### config.mk
export PLATFORM = sky130hd
export DESIGN_NAME = tile_map_addr_gen
export DESIGN_NICKNAME = d
export VERILOG_FILES = /design/src/rtl/tmap_pkg.sv /design/src/rtl/tmap_size_decode.sv /design/src/rtl/tmap_mod.sv /design/src/rtl/tile_map_addr_gen.sv
export SDC_FILE = /design/constraint.sdc
export NUM_CORES = 1
export LEC_CHECK = 0
export BUFFER_PORTS_ARGS = -buffer_cell sky130_fd_sc_hd__buf_2
export CORE_ASPECT_RATIO = 1.2
export CORE_UTILIZATION = 60
export CTS_CLUSTER_DIAMETER = 150
export DETAILED_ROUTE_END_ITERATION = 16
export GPL_TIMING_DRIVEN = 0
export PLACE_DENSITY = 0.8
export SLEW_MARGIN = 25
export SYNTH_ARGS = -nofsm -noshare
export SYNTH_HDL_FRONTEND = slang
export SYNTH_HIERARCHICAL = 1
export SYNTH_SLANG_ARGS = --single-unit
### constraint.sdc
create_clock -name clk_i -period 0.8 [get_ports clk_i]
set_input_delay 0.16 -clock clk_i [delete_from_list [all_inputs] [get_ports clk_i]]
set_output_delay 0.16 -clock clk_i [all_outputs]
set_load 0.02 [all_outputs]
### src/rtl/tmap_pkg.sv
package tmap_pkg;
  localparam int unsigned TILE_SHIFT = 3;
  localparam int unsigned CODE_W     = 3;

  typedef enum logic [1:0] {
    WSEL_DISP = 2'b00,
    WSEL_MID  = 2'b01,
    WSEL_WIDE = 2'b10,
    WSEL_WIDX = 2'b11
  } wsel_e;
endpackage

### src/rtl/tmap_size_decode.sv
module tmap_size_decode
  import tmap_pkg::*;
#(
  parameter int unsigned DW_W        = 7,
  parameter int unsigned WT_W        = 8,
  parameter int unsigned HT_W        = 7,
  parameter int unsigned MAP_W_MID   = 64,
  parameter int unsigned MAP_W_WIDE  = 128,
  parameter int unsigned MAP_H_SHORT = 32,
  parameter int unsigned MAP_H_TALL  = 64
) (
  input  logic [CODE_W-1:0] code_i,
  input  logic [DW_W-1:0]   disp_w_i,
  output logic [WT_W-1:0]   width_o,
  output logic [HT_W-1:0]   height_o
);
  wsel_e wsel;
  assign wsel = wsel_e'(code_i[1:0]);

  always_comb begin
    unique case (wsel)
      WSEL_DISP: width_o = WT_W'(disp_w_i) + WT_W'(1);
      WSEL_MID:  width_o = WT_W'(MAP_W_MID);
      WSEL_WIDE,
      WSEL_WIDX: width_o = WT_W'(MAP_W_WIDE);
      default:   width_o = WT_W'(MAP_W_WIDE);
    endcase
  end

  assign height_o = code_i[CODE_W-1] ? HT_W'(MAP_H_TALL) : HT_W'(MAP_H_SHORT);
endmodule

### src/rtl/tmap_mod.sv
// Restoring remainder, one conditional subtract per dividend bit.
module tmap_mod #(
  parameter int unsigned N = 8,
  parameter int unsigned D = 8
) (
  input  logic [N-1:0] num_i,
  input  logic [D-1:0] div_i,
  output logic [D-1:0] rem_o
);
  logic [D-1:0] r [0:N];
  assign r[0] = '0;

  for (genvar g = 0; g < N; g++) begin : g_stage
    logic [D:0] trial;
    logic [D:0] divx;
    assign divx  = {1'b0, div_i};
    assign trial = {r[g], num_i[N-1-g]};
    assign r[g+1] = (trial >= divx) ? D'(trial - divx) : trial[D-1:0];
  end

  assign rem_o = r[N];
endmodule

### src/rtl/tile_map_addr_gen.sv
module tile_map_addr_gen
  import tmap_pkg::*;
#(
  parameter int unsigned X_W         = 10,
  parameter int unsigned Y_W         = 9,
  parameter int unsigned HS_W        = 10,
  parameter int unsigned VS_W        = 9,
  parameter int unsigned CFG_W       = 8,
  parameter int unsigned CODE_LSB    = 4,
  parameter int unsigned DW_W        = 7,
  parameter int unsigned ADDR_W      = 15,
  parameter int unsigned WT_W        = 8,
  parameter int unsigned HT_W        = 7,
  parameter int unsigned MAP_W_MID   = 64,
  parameter int unsigned MAP_W_WIDE  = 128,
  parameter int unsigned MAP_H_SHORT = 32,
  parameter int unsigned MAP_H_TALL  = 64
) (
  input  logic              clk_i,
  input  logic              rst_ni,
  input  logic [X_W-1:0]    pix_x_i,
  input  logic [Y_W-1:0]    pix_y_i,
  input  logic [HS_W-1:0]   hscroll_i,
  input  logic [VS_W-1:0]   vscroll_i,
  input  logic [CFG_W-1:0]  map_cfg_i,
  input  logic [DW_W-1:0]   disp_w_i,
  output logic [ADDR_W-1:0] entry_addr_o,
  output logic [2:0]        fine_x_o,
  output logic [2:0]        fine_y_o
);
  localparam int unsigned SX_W = ((X_W > HS_W) ? X_W : HS_W) + 1;
  localparam int unsigned SY_W = ((Y_W > VS_W) ? Y_W : VS_W) + 1;
  localparam int unsigned CX_W = SX_W - TILE_SHIFT;
  localparam int unsigned CY_W = SY_W - TILE_SHIFT;
  localparam int unsigned PW   = HT_W + WT_W + 1;
  localparam logic [CFG_W-1:0] CODE_MASK = CFG_W'(((1 << CODE_W) - 1) << CODE_LSB);

  logic [CODE_W-1:0] code;
  logic              unused_cfg_bits;
  assign code            = map_cfg_i[CODE_LSB +: CODE_W];
  assign unused_cfg_bits = ^(map_cfg_i & ~CODE_MASK);

  logic [SX_W-1:0] sx;
  logic [SY_W-1:0] sy;
  assign sx = SX_W'(pix_x_i) + SX_W'(hscroll_i);
  assign sy = SY_W'(pix_y_i) + SY_W'(vscroll_i);

  logic [WT_W-1:0] map_w;
  logic [HT_W-1:0] map_h;

  tmap_size_decode #(
    .DW_W(DW_W), .WT_W(WT_W), .HT_W(HT_W),
    .MAP_W_MID(MAP_W_MID), .MAP_W_WIDE(MAP_W_WIDE),
    .MAP_H_SHORT(MAP_H_SHORT), .MAP_H_TALL(MAP_H_TALL)
  ) u_size (
    .code_i   (code),
    .disp_w_i (disp_w_i),
    .width_o  (map_w),
    .height_o (map_h)
  );

  logic [WT_W-1:0] col;
  logic [HT_W-1:0] row;

  tmap_mod #(.N(CX_W), .D(WT_W)) u_col_mod (
    .num_i (sx[SX_W-1:TILE_SHIFT]),
    .div_i (map_w),
    .rem_o (col)
  );

  tmap_mod #(.N(CY_W), .D(HT_W)) u_row_mod (
    .num_i (sy[SY_W-1:TILE_SHIFT]),
    .div_i (map_h),
    .rem_o (row)
  );

  logic [PW-1:0] addr_full;
  assign addr_full = PW'(row) * PW'(map_w) + PW'(col);

  logic [WT_W-1:0] col_q, wid_q;
  logic [HT_W-1:0] row_q, hgt_q;

  always_ff @(posedge clk_i or negedge rst_ni) begin
    if (!rst_ni) begin
      entry_addr_o <= '0;
      fine_x_o     <= '0;
      fine_y_o     <= '0;
      col_q        <= '0;
      row_q        <= '0;
      wid_q        <= WT_W'(1);
      hgt_q        <= HT_W'(1);
    end else begin
      entry_addr_o <= addr_full[ADDR_W-1:0];
      fine_x_o     <= sx[TILE_SHIFT-1:0];
      fine_y_o     <= sy[TILE_SHIFT-1:0];
      col_q        <= col;
      row_q        <= row;
      wid_q        <= map_w;
      hgt_q        <= map_h;
    end
  end

  // Low-bit sums computed apart from the wide adders.
  logic [2:0] lo_x_chk, lo_y_chk;
  assign lo_x_chk = pix_x_i[2:0] + hscroll_i[2:0];
  assign lo_y_chk = pix_y_i[2:0] + vscroll_i[2:0];

  p_col_range_r5: assert property (@(posedge clk_i) disable iff (!rst_ni)
    col_q < wid_q);

  p_row_range_r6: assert property (@(posedge clk_i) disable iff (!rst_ni)
    HT_W'(row_q) < hgt_q);

  p_fine_x_r8: assert property (@(posedge clk_i) disable iff (!rst_ni)
    rst_ni |=> fine_x_o == $past(lo_x_chk));

  p_fine_y_r8: assert property (@(posedge clk_i) disable iff (!rst_ni)
    rst_ni |=> fine_y_o == $past(lo_y_chk));

  p_tall_r4: assert property (@(posedge clk_i) disable iff (!rst_ni)
    rst_ni && map_cfg_i[CODE_LSB+2] |=> hgt_q == HT_W'(MAP_H_TALL));

  p_wide_r3: assert property (@(posedge clk_i) disable iff (!rst_ni)
    rst_ni && map_cfg_i[CODE_LSB+1] |=> wid_q == WT_W'(MAP_W_WIDE));
endmodule

# == After elaboration in Yosys (flattened, before gate mapping) ==
# Cells that the tools add are included.
# classes
order_cmp,15
addsub,19
muxes,17
multipliers,1
reduce_logical,2
n_eq_ne,3
# ops
op,count
2-to-1 mux 8 bit,8
>= comparator 9 x 8 -> 1 bit,7
2-to-1 mux 7 bit,8
subtractor 8 bit,7
>= comparator 8 x 7 -> 1 bit,6
subtractor 7 bit,6
case mux 8 bit (3 select lines),1
adder 15 x 8 -> 15 bit,1
multiplier 7 x 8 -> 15 bit,1
adder 10 x 10 -> 11 bit,1
adder 9 x 9 -> 10 bit,1
"adder 7 x 1 -> 8 bit, second input constant",1
>= comparator 1 x 8 -> 1 bit,1
subtractor 1 x 8 -> 8 bit,1
>= comparator 1 x 7 -> 1 bit,1
subtractor 1 x 7 -> 7 bit,1
"equality test 2 bit, second input constant",2
"equality test 2 x 1 -> 1 bit, second input constant",1
zero test 2 bit,1
OR reduction 2 bit,1
# totals
word_cells,60
ff_bits,21
in_bits,55
out_inout_bits,21

# == Logic depth before layout (Yosys ltp) ==
# Gate-level depths: netlist (run 1).
# logic_depth
word_depth,20
depth_mapped,104
depth_no_buf,100

# == By module ==
# The synthesis (run 1) kept the hierarchy.
# by_module_without_submodules
module,n_inst,cells_each,seq_area_each_um2,area_each_um2
tmap_mod (u_col_mod),1,445,0.0,3445.8
tile_map_addr_gen,1,379,525.5,3432.0
tmap_mod (u_row_mod),1,301,0.0,2432.3
tmap_size_decode,1,34,0.0,201.4

# == Least setup slack after synthesis (run 1) ==
# No wires, ideal clock.
# synth_timing
path_kind,input to register
startpoint,in pix_x_i[0]
endpoint,reg entry_addr_o[11]
arrival_time_ps,19846
setup_ps,126
path_stages,96
path_slack_ps,-19172
t_required_ps,674
n_path_buf,3
cell_sequence,ha_1 inv_1 fa_1 nor2b_1 o21ai_1 a21oi_1 nor2_1 o21ai_0 inv_1 ha_1 nor2b_1 o211ai_2 nor2_1 a21oi_1 inv_1 ha_1 and4_1 a21oi_1 (+60 left out) a21o_1 a21o_1 a211o_1 a21o_1 nor2_1 mux2i_4 a221o_1 inv_1 fa_1 fa_1 fa_1 inv_1 ha_1 and3_1 a31o_2 o31ai_2 mux2i_1 nand2_1
# synth_via
elab_chain_len,18
elab_cells_between_ends,26
classes_between,10 x add/sub; 8 x order compare; 8 x mux
# synth_lines
item,line_no,text
from (decl),tile_map_addr_gen.sv:21,"input logic [X_W-1:0] pix_x_i,"
adder 10 x 10 -> 11 bit (*),tile_map_addr_gen.sv:45,assign sx = SX_W'(pix_x_i) + SX_W'(hscroll_i);
net sx[10],tile_map_addr_gen.sv:43,logic [SX_W-1:0] sx;
subtractor 1 x 8 -> 8 bit / >= comparator 1 x 8 -> 1 bit (equally long branches),tmap_mod.sv:18,assign r[g+1] = (trial >= divx) ? D'(trial - divx) : trial[D-1:0];
2-to-1 mux 8 bit (*),tmap_mod.sv:18,
subtractor 8 bit / >= comparator 9 x 8 -> 1 bit (equally long branches),tmap_mod.sv:18,
2-to-1 mux 8 bit (*),tmap_mod.sv:18,
subtractor 8 bit / >= comparator 9 x 8 -> 1 bit (equally long branches),tmap_mod.sv:18,
2-to-1 mux 8 bit (*),tmap_mod.sv:18,
(+5 left out),-,
2-to-1 mux 8 bit (*),tmap_mod.sv:18,
subtractor 8 bit / >= comparator 9 x 8 -> 1 bit (equally long branches),tmap_mod.sv:18,
2-to-1 mux 8 bit (*),tmap_mod.sv:18,
>= comparator 9 x 8 -> 1 bit / subtractor 8 bit (equally long branches),tmap_mod.sv:18,
2-to-1 mux 8 bit (*),tmap_mod.sv:18,
net col[5],tile_map_addr_gen.sv:62,logic [WT_W-1:0] col;
adder 15 x 8 -> 15 bit (*),tile_map_addr_gen.sv:78,assign addr_full = PW'(row) * PW'(map_w) + PW'(col);
net addr_full[11],tile_map_addr_gen.sv:77,logic [PW-1:0] addr_full;
to (signal assigned),tile_map_addr_gen.sv:93,entry_addr_o <= addr_full[ADDR_W-1:0];
to (decl),tile_map_addr_gen.sv:27,"output logic [ADDR_W-1:0] entry_addr_o,"
# The timed path passes the listed nets; every way through them passes the cells marked *.

# == Worst setup path after layout (run 1) ==
# layout_timing
startpoint,in hscroll_i[0]
endpoint,reg entry_addr_o[14]
# layout_via
elab_chain_len,18
elab_cells_between_ends,26
classes_between,10 x add/sub; 8 x order compare; 8 x mux
# layout_lines
item,line_no,text
from (decl),tile_map_addr_gen.sv:23,"input logic [HS_W-1:0] hscroll_i,"
adder 10 x 10 -> 11 bit (*),tile_map_addr_gen.sv:45,
net sx[10],tile_map_addr_gen.sv:43,
subtractor 1 x 8 -> 8 bit / >= comparator 1 x 8 -> 1 bit (equally long branches),tmap_mod.sv:18,
2-to-1 mux 8 bit (*),tmap_mod.sv:18,
subtractor 8 bit / >= comparator 9 x 8 -> 1 bit (equally long branches),tmap_mod.sv:18,
2-to-1 mux 8 bit (*),tmap_mod.sv:18,
subtractor 8 bit / >= comparator 9 x 8 -> 1 bit (equally long branches),tmap_mod.sv:18,
2-to-1 mux 8 bit (*),tmap_mod.sv:18,
(+5 left out),-,
2-to-1 mux 8 bit (*),tmap_mod.sv:18,
subtractor 8 bit / >= comparator 9 x 8 -> 1 bit (equally long branches),tmap_mod.sv:18,
2-to-1 mux 8 bit (*),tmap_mod.sv:18,
>= comparator 9 x 8 -> 1 bit / subtractor 8 bit (equally long branches),tmap_mod.sv:18,
2-to-1 mux 8 bit (*),tmap_mod.sv:18,
net col[2],tile_map_addr_gen.sv:62,
adder 15 x 8 -> 15 bit (*),tile_map_addr_gen.sv:78,
net addr_full[14],tile_map_addr_gen.sv:77,
# Marked as above.

==> key figures, run 1 <==
Status
  • Status: complete, but fails checks
  • Failing checks: negative setup slack

STA
  • Hold Fails Final Rpt: 0
  • Final WS setup: -20.53 ns
  • Setup violators final: 38
  • Post-route clock period utilization: 26.7
  • Post-route minimum period: between 20 and 25 ns
  • Slew headroom: 0.159
  • RSZ-0062 raised after global routing: true
  • Max Slew Vio Count: 0
  • Fmax: approximately 47 MHz
  • Slew of the pin with the lowest slew margin: around 1.3 ns

Worst setup path
  • Worst setup SP type: primary input
  • CP delay by family, top: compound AO/OA/AOI/OAI gates
  • Type of the worst setup path: in2reg
  • Crit path buf inv count: 18
  • CP endpoint kind: flop
  • Worst-path fanout max: 6
  • Slowest CP cell: fa_1
  • WP data arrival: 21.51 ns
  • Worst Path Required: slightly below 1 ns
  • Worst stage delay on the critical path: between 0.4 and 0.5 ns

Clocking
  • # clock sinks: 21
  • H-tree levels: 1
  • Clock slew at reported path FFs: ~0.06 ns
  • Root Driver: clkbuf_16
  • CTS tree: done
  • Total CTS buffers: 3
  • Maximum buffer depth of the clock tree: 2

Routing
  • Routed len/inst: 26.9 um
  • Residual DRC: 0
  • Pre-antenna DRT Iters: 10
  • Via-per-instance ratio: between 7 and 8
  • ANT nets after route: 0
  • 1st-iter DRT viols: between 1500 and 2000
  • WL final: 42400 um
  • Total number of vias: approximately 11000

Floorplan
  • Die H: roughly 140 um
  • Core area: approximately 16000 um2
  • Number of I/O pins: between 70 and 80
  • Effective utilization at floorplan: 0.611
  • Die Span X: about 120 um
  • Die area: ~16000 um2
  • Core Rows: 50

Synth
  • Number of synthesized flops with an enable pin: 0
  • Register area share after synthesis: 0.0552
  • Yosys cell types: 90
  • Yosys reg bits: 21
  • Avg Cell Area, Syn: 8.21 um2
  • Gate Count Post-Synth: about 1200
  • Synth Cell Area: around 9500 um2
  • Synth warn: 6
  • Most common flop cell mapped by yosys: dfrtp_1
  • Async set-reset flop share out of synthesis: 1.00

Placement
  • IO buf count: 70
  • Placer Congestion: ~0.9
  • Placed cell count: between 1000 and 1500
  • Hpwl dp: between 15000 and 20000 um

GRT
  • First-pass GRT wire length: between 50000 and 60000 um
  • Antenna violations before repair: 5
  • Gr ovfl total: 0
  • Tot GR Track Use: 0.415
  • Vias in the first global route: approximately 11000
  • Largest net degree at the start of global routing: 22

Job
  • Max cap viols: 0

Cells and area
  • Layout cells sized above 1: 0.346
  • Non-Filler Instances: 1579
  • Fillcell total: 833
  • Layout area overhead: 34.2%
  • Nets: around 1600

Worst hold path
  • Hold/Removal Path Class: in2reg
## synth_stat cells, drive strengths merged, types with 4 or more instances
cell,instances,area [um2]
ha,158,1980
inv,154,578
nor2,76,288
a21oi,64,324
nand2,61,231
o21ai,58,294
xnor2,53,464
fa,52,1040
a21o,45,338
and2,44,275
mux2,42,514
mux2i,30,325
nor2b,25,156
a211oi,21,180
dfrtp,21,526
nand3,20,110
xor2,20,175
nand2b,18,113
nor3,18,100
and3,14,92.6
buf,12,100
nand4,11,68.8
o21a,11,82.6
a31oi,9,56.3
o211ai,8,70.1
o21bai,8,63.8
or3,8,55.1
a21boi,7,56.3
a211o,6,52.6
nor4,6,67.6
a2111oi,5,43.8
a221oi,5,43.8
nand3b,5,37.5
nor3b,5,37.5
o211a,4,47.6
o31ai,4,48.8
o41ai,4,35.0
or2,4,25.0
## kinds of logic after synthesis
group / count (synthesis) / synth area share
and+or+nand+nor: 329 / 0.190
AOI/OAI and AO/OA: 285 / 0.209
adders and majority gates: 210 / 0.317
buffers and inverters: 168 / 0.0721
xor gates and xnor gates: 73 / 0.0672
muxes: 72 / 0.0883
DFF: 21 / 0.0552
other: 1 / 0.000394
## through the flow
stage	setup TNS (ns)	hold WS, ns	utilization	area, um2	setup WS [ns]
2_1_floorplan	-251.68	-0.136	-	9920	-17.39
3_5_place_dp	-287.83	0.148	0.678	10600	-19.80
6_report	-302.58	0.108	0.819	12800	-20.53
3_3_place_gp	-284.26	0.129	0.676	10500	-19.57
4_1_cts	-254.67	0.111	0.789	12300	-17.40
5_1_grt	-309.29	0.105	0.819	12800	-20.95
## flip-flops by register name, summed over array words and instances (netlist names)
register / count
fine_y_o: 3
entry_addr_o: 15
fine_x_o: 3
## final timing paths
path	from	endpoint	slack, ns	cells after the start
min	pix_y_i[0]	fine_y_o[0]	0.11	2
max	hscroll_i[0]	entry_addr_o[14]	-20.53	102
min in group asynchronous	rst_ni	entry_addr_o[7]	0.36	2
max in group asynchronous	rst_ni	entry_addr_o[10]	0.20	2
## timing repair
item                                    4_1_cts  5_1_grt
resized for setup                           171       83
endpoints found under the setup margin       40       60
hold buffers                                  1        0
hold endpoints to repair                     21        0
cloned                                        0        0
buffers inserted                            115       23
pin swaps                                   101       71
## placed cells by master (no fill, tap or decap), types with 27 or more instances in the layout
cell     instances
nor2_1          63
a21oi_1         44
ha_1           121
buf_4          120
fa_1            48
o21ai_0         42
inv_1          126
ha_4            34
nand2_1         57
buf_6           44
buf_2           45
xnor2_1         52
inv_2           27
and2_1          40
a21o_1          44
## per-layer routing
metal | track usage | vias up | routed length [um]
met5 | 0.0603 | - | 388
met3 | 0.224 | 494 | 6410
met4 | 0.250 | 14 | 4690
met2 | 0.666 | 987 | 17600
met1 | 0.412 | 5108 | 13400
li1 | - | 4531 | -
## final cells by class
class | count | area [um2] | area share
tap | 208 | 260 | 0.0204
multi-input combinational | 974 | 9630 | 0.754
timing repair buffer | 203 | 1590 | 0.124
antenna | 5 | 12.5 | 0.000980
buffer | 10 | 92.6 | 0.00725
sequential | 21 | 526 | 0.0412
inverter | 154 | 582 | 0.0456
clock buffer | 3 | 75.1 | 0.00588
clock inverter | 1 | 5.00 | 0.000392
Power of run 1 is left out: the tool's default activity adds up to more than one toggle a clock period on the data nets, which glitch-free logic cannot reach.
==> run 2: changes to the inputs <==
--- a/config.mk
+++ b/config.mk
@@ -7,11 +7,10 @@
 export LEC_CHECK = 0
 export BUFFER_PORTS_ARGS = -buffer_cell sky130_fd_sc_hd__buf_2
 export CORE_ASPECT_RATIO = 1.2
-export CORE_UTILIZATION = 60
+export CORE_UTILIZATION = 44
 export CTS_CLUSTER_DIAMETER = 150
 export DETAILED_ROUTE_END_ITERATION = 16
 export GPL_TIMING_DRIVEN = 0
-export PLACE_DENSITY = 0.8
 export SLEW_MARGIN = 25
 export SYNTH_ARGS = -nofsm -noshare
 export SYNTH_HDL_FRONTEND = slang
==> constraint.sdc (replaced) <==
create_clock -name clk_i -period 25.1 [get_ports clk_i]
set_input_delay 5.02 -clock clk_i [delete_from_list [all_inputs] [get_ports clk_i]]
set_output_delay 5.02 -clock clk_i [all_outputs]
set_load 0.02 [all_outputs]
==> run 2 against run 1 <==
Against the previous run: the flow now finishes without violations; hold slack better by 4.6 ns; first-iteration DRC count is 79% lower; final area is 13% lower; non-clock buffer count is 88 lower; highest routed layer is now met4.
==> key figures, run 2 (synthesized netlist as in run 1, its figures left out) <==
Cells and area
  • Commonest non-fill, non-tap cell in the layout: inv_1
  • Final antenna diode count: 0
  • Non-Filler Instances: roughly 1500
  • Commonest cells after routing, fill and taps aside: inv_1 (153), ha_1 (143), buf_2 (71)
  • Number of flip-flops in the largest register: 15
  • Final Util: 0.526
  • Top reg by flops: entry_addr_o
  • Layout cells sized above 1: 0.214
  • Largest regs: entry_addr_o x15, fine_x_o x3, fine_y_o x3
  • Nets: about 1500
  • Layout area overhead: 16.3%
  • Area used by multi-input combinational logic: just under 9000 um2
  • Sequential Area: between 500 and 600 um2
  • Fillcell total: 2048

Routing
  • WL final: roughly 23000 um
  • Routed len/inst: about 15 um
  • Pre-antenna DRT Iters: 4
  • Residual DRC: 0
  • ANT nets after route: 0
  • 1st-iter DRT viols: ~360
  • Via-per-instance ratio: between 5 and 6
  • Total number of vias: ~8600

Placement
  • IO buf count: 70
  • Placed cell count: 1505
  • Placer Congestion: 0.849
  • Hpwl dp: 18700 um

Clocking
  • Clock slew at reported path FFs: 0.06 ns
  • Total CTS buffers: 3
  • H-tree levels: 1
  • # clock sinks: 21
  • Root Driver: clkbuf_16
  • CTS tree: done
  • Maximum buffer depth of the clock tree: 2

Worst setup path
  • Crit path top cell by count: inv_1
  • Type of the worst setup path: in2reg
  • CP endpoint kind: flop
  • CP delay by family, top: compound AO/OA/AOI/OAI gates
  • Worst-path fanout max: 10
  • WP data arrival: around 24 ns
  • Crit path buf inv count: 18
  • Worst stage delay on the critical path: 0.54 ns
  • Slowest CP cell: fa_1
  • Worst Path Required: ~25 ns
  • Worst setup SP type: primary input

GRT
  • Met2 Track Usage GR: 0.399
  • Largest net degree at the start of global routing: 22
  • Antenna violations before repair: 0
  • First-pass GRT wire length: 38100 um
  • Tot GR Track Use: 0.208
  • GRT busiest layer: met2
  • Routing usage on met1: 0.252
  • GR met3 Demand/Resource: 0.0143
  • Vias in the first global route: 8528
  • Gr ovfl total: 0

STA
  • Slew of the pin with the lowest slew margin: roughly 0.94 ns
  • Post-route clock period utilization: 0.964
  • Slew headroom: 0.368
  • Post-route minimum period: approximately 24 ns
  • Setup violators final: 0
  • Max Slew Vio Count: 0
  • Hold Fails Final Rpt: 0
  • Fmax: ~41 MHz

Floorplan
  • Core area: approximately 21000 um2
  • Core Rows: 58
  • Number of I/O pins: 76
  • Effective utilization at floorplan: 0.452
  • Die Span X: 136 um
  • Die area: about 22000 um2
  • Die H: 163 um

Status
  • Status: complete, no violations

Job
  • Max cap viols: 0

Worst hold path
  • Hold/Removal Path Class: in2async
==> run 2: worst max path at each step <==
stage	depth (start not counted)	endpoint	slack, ns	from
after floorplan	96	entry_addr_o[11]	0.27	pix_x_i[0]
after global placement	93	entry_addr_o[11]	-2.86	disp_w_i[0]
after detailed placement	100	entry_addr_o[11]	-2.86	pix_x_i[0]
after CTS	97	entry_addr_o[11]	0.02	pix_x_i[0]
after global routing	104	entry_addr_o[12]	-0.11	pix_x_i[0]
final	102	entry_addr_o[14]	0.91	pix_x_i[0]
==> run 2: timing repair <==
action	4_1_cts	5_1_grt
pin swaps	15	32
gates resized for setup	26	66
setup endpoints to repair	14	12
hold buffers	0	0
setup buffers	26	15
==> run 2: layer usage <==
metal  routed length (um)  vias to the layer above
met5                    0                        -
met4                  341                        0
met3                  481                       27
met2                12200                      120
met1                10300                     4089
li1                     -                     4340
==> run 2: cell type report <==
| class | instances | share of cell area |
|---|---|---|
| plain buffers | 12 | 0.0104 |
| inverters | 154 | 0.0523 |
| repair buffers | 113 | 0.0615 |
| flip-flops and latches | 21 | 0.0475 |
| clock inverters | 1 | 0.000452 |
| clock buffers | 3 | 0.00679 |
| multi-input cells | 974 | 0.791 |
| well taps | 270 | 0.0305 |
==> run 2: per-stage QoR <==
stage               setup TNS [ns]  instance area (um2)  setup slack [ns]  hold slack [ns]
CTS                              0                10600            0.0217             4.74
global route                -0.408                11100            -0.111             4.76
detailed placement          -31.71                10200             -2.86             5.02
finish                           0                11100             0.911             4.72
global placement            -31.57                10200             -2.86             5.00
floorplan                        0                 9530             0.268             4.72
Power of run 2 is left out for the same reason.
==> run 3: changes to the inputs <==
--- a/config.mk
+++ b/config.mk
@@ -14,5 +14,4 @@
 export SLEW_MARGIN = 25
 export SYNTH_ARGS = -nofsm -noshare
 export SYNTH_HDL_FRONTEND = slang
-export SYNTH_HIERARCHICAL = 1
 export SYNTH_SLANG_ARGS = --single-unit
==> constraint.sdc (replaced) <==
create_clock -name clk_i -period 25.1 [get_ports clk_i]
set_input_delay 5.02 -clock clk_i [delete_from_list [all_inputs] [get_ports clk_i]]
set_output_delay 5.02 -clock clk_i [all_outputs]
set_load 0.05 [all_outputs]
==> run 3 against run 2 <==
Against the previous run: core utilization increased by 6.7 points; synthesized area decreased by 29%; synthesized cell count fell by 29%; die area is 29% lower; first-iteration DRC count down 49%; wire length is 26% lower; critical endpoint is now entry_addr_o[13]; highest routed layer unchanged.
==> key figures, run 3 <==
Status
  • Status: complete, no violations

Synth
  • Synth top area cells: ha_1 (22%), fa_1 (14%), dfrtp_1 (7.8%), inv_1 (7.0%), xnor2_1 (5.5%)
  • Async set-reset flop share out of synthesis: 1.00
  • Share of the synthesized area in the top cell type: 0.215
  • Synth top cells by count: inv_1 (125), ha_1 (116), nor2_1 (71)
  • Most common flop cell mapped by yosys: dfrtp_1
  • Synth Cell Area: ~6700 um2
  • Yosys cell types: 74
  • Avg Cell Area, Syn: ~8 um2
  • Yosys reg bits: 21
  • Syn Nets: between 1000 and 1500
  • Area leader, netlist: ha_1
  • Number of synthesized flops with an enable pin: 0
  • Synth warn: 0
  • Gate Count Post-Synth: 821
  • Register area share after synthesis: 0.0779
  • Top-count cell post-synth: inv_1

Cells and area
  • Final antenna diode count: 0
  • Top reg by flops: entry_addr_o
  • Largest regs: entry_addr_o x15, fine_x_o x3, fine_y_o x3
  • Sequential Area: around 530 um2
  • Fillcell total: 1362
  • Area used by multi-input combinational logic: 6590 um2
  • Number of flip-flops in the largest register: 15
  • Layout cells sized above 1: 0.312
  • Nets: 1184
  • Commonest non-fill, non-tap cell in the layout: inv_1
  • Commonest cells after routing, fill and taps aside: inv_1 (118), ha_1 (89), buf_4 (70)
  • Layout area overhead: 31.4%

Routing
  • Routed len/inst: between 10 and 15 um
  • Pre-antenna DRT Iters: 4
  • ANT nets after route: 0
  • 1st-iter DRT viols: 186
  • WL final: 17400 um
  • Residual DRC: 0
  • Total number of vias: 6197
  • Via-per-instance ratio: approximately 5.3

STA
  • Slew headroom: 0.213
  • Hold Fails Final Rpt: 0
  • Post-route clock period utilization: 0.973
  • Slew of the pin with the lowest slew margin: roughly 1.2 ns
  • Post-route minimum period: between 20 and 25 ns
  • Setup violators final: 0
  • Max Slew Vio Count: 0
  • Fmax: about 40 MHz
  • Final WS setup: approximately 0.68 ns
  • RSZ-0062 raised after global routing: true

Placement
  • Hpwl dp: around 13000 um
  • IO buf count: 70
  • Placer Congestion: 0.848
  • Dpl ws: -3.27 ns

Floorplan
  • Effective utilization at floorplan: 0.451
  • Core Rows: 49
  • Number of I/O pins: between 70 and 80
  • Die H: approximately 140 um
  • Die area: between 15000 and 20000 um2
  • Core area: 15000 um2
  • Die Span X: approximately 120 um

Worst hold path
  • Hold/Removal Path Class: in2async

Clocking
  • # clock sinks: 21
  • CTS tree: done
  • Root Driver: clkbuf_16
  • Total CTS buffers: 3
  • Clock slew at reported path FFs: 0.05 ns
  • H-tree levels: 1
  • Maximum buffer depth of the clock tree: 2

Worst setup path
  • Worst setup SP type: primary input
  • Worst stage delay on the critical path: 0.57 ns
  • WP data arrival: ~25 ns
  • Worst Path Required: between 20 and 30 ns
  • Worst-path fanout max: 7
  • Slowest CP cell: fa_1
  • CP endpoint kind: flop
  • Crit path top cell by count: o21ai_2
  • Type of the worst setup path: in2reg

Job
  • Max cap viols: 0

GRT
  • Vias in the first global route: around 6000
  • First-pass GRT wire length: 27800 um
  • Antenna violations before repair: 0
  • Tot GR Track Use: 0.221
  • Largest net degree at the start of global routing: 22
  • Gr ovfl total: 0
## run 3: changes by cell type after synthesis, moves of 16 or more
cell	previous run	this run
a21o_1	45	15
a21oi_1	63	47
and2_1	44	8
ha_1	158	116
inv_1	154	125
o21ai_0	54	34
## run 3: layout make-up
type                    count  area share
plain buffers               5     0.00381
clock buffers               4     0.00889
inverters                 125      0.0529
multi-input cells         669       0.743
flip-flops and latches     21      0.0593
well taps                 204      0.0288
repair buffers            142       0.104
## run 3: final timing paths
| check | from | endpoint | slack (ns) |
|---|---|---|---|
| min in group clk_i | pix_x_i[0] | fine_x_o[0] | 4.97 |
| worst max-delay path | hscroll_i[0] | entry_addr_o[13] | 0.68 |
| worst min-delay path | rst_ni | entry_addr_o[12] | 4.71 |
| max in group asynchronous | rst_ni | entry_addr_o[0] | 20.07 |
## run 3: stage by stage
stage / instance area [um2] / hold WS, ns / TNS, ns / instances / utilization
floorplan: 6840 / 4.72 / 0 / 821 / -
detailed placement: 7440 / 5.00 / -29.98 / 1095 / 0.497
global route: 8870 / 4.74 / -0.785 / 1170 / 0.593
global placement: 7440 / 5.00 / -28.36 / 1095 / 0.497
finish: 8870 / 4.71 / 0 / 1170 / 0.593
CTS: 8030 / 4.73 / 0 / 1132 / 0.537
## run 3: timing repair
item,4_1_cts,5_1_grt
setup endpoints to repair,14,11
pin swaps,24,98
setup buffers,34,38
hold buffers,0,0
cloned,0,0
gates resized for setup,55,110
## run 3: worst max-delay path, delay by kind of cell
kind                       cells  cell delay, ns
xor gates and xnor gates       1            0.13
AOI/OAI and AO/OA             55            9.22
adders and majority gates     14            4.26
and+or+nand+nor               21            3.54
buffers and inverters         10            0.88
muxes                          6            1.53
## run 3: kinds of logic after synthesis
| kind of cell | count (synthesis) | share of synthesized area |
|---|---|---|
| AO/OA/AOI/OAI | 188 | 0.198 |
| XOR/XNOR | 62 | 0.0805 |
| adder cells (fa/ha/maj) | 162 | 0.352 |
| buffers and inverters | 131 | 0.0731 |
| flip-flops | 21 | 0.0779 |
| multiplexers | 33 | 0.0532 |
| AND/OR/NAND/NOR | 224 | 0.165 |
## run 3: metal layers
layer,share of wire,vias to the layer above,GRT usage
met1,0.44,2929,0.270
met4,0.031,0,0.0815
met2,0.51,93,0.413
li1,-,3143,-
met3,0.018,32,0.00528
met5,0,-,0
Power of run 3 is left out for the same reason.
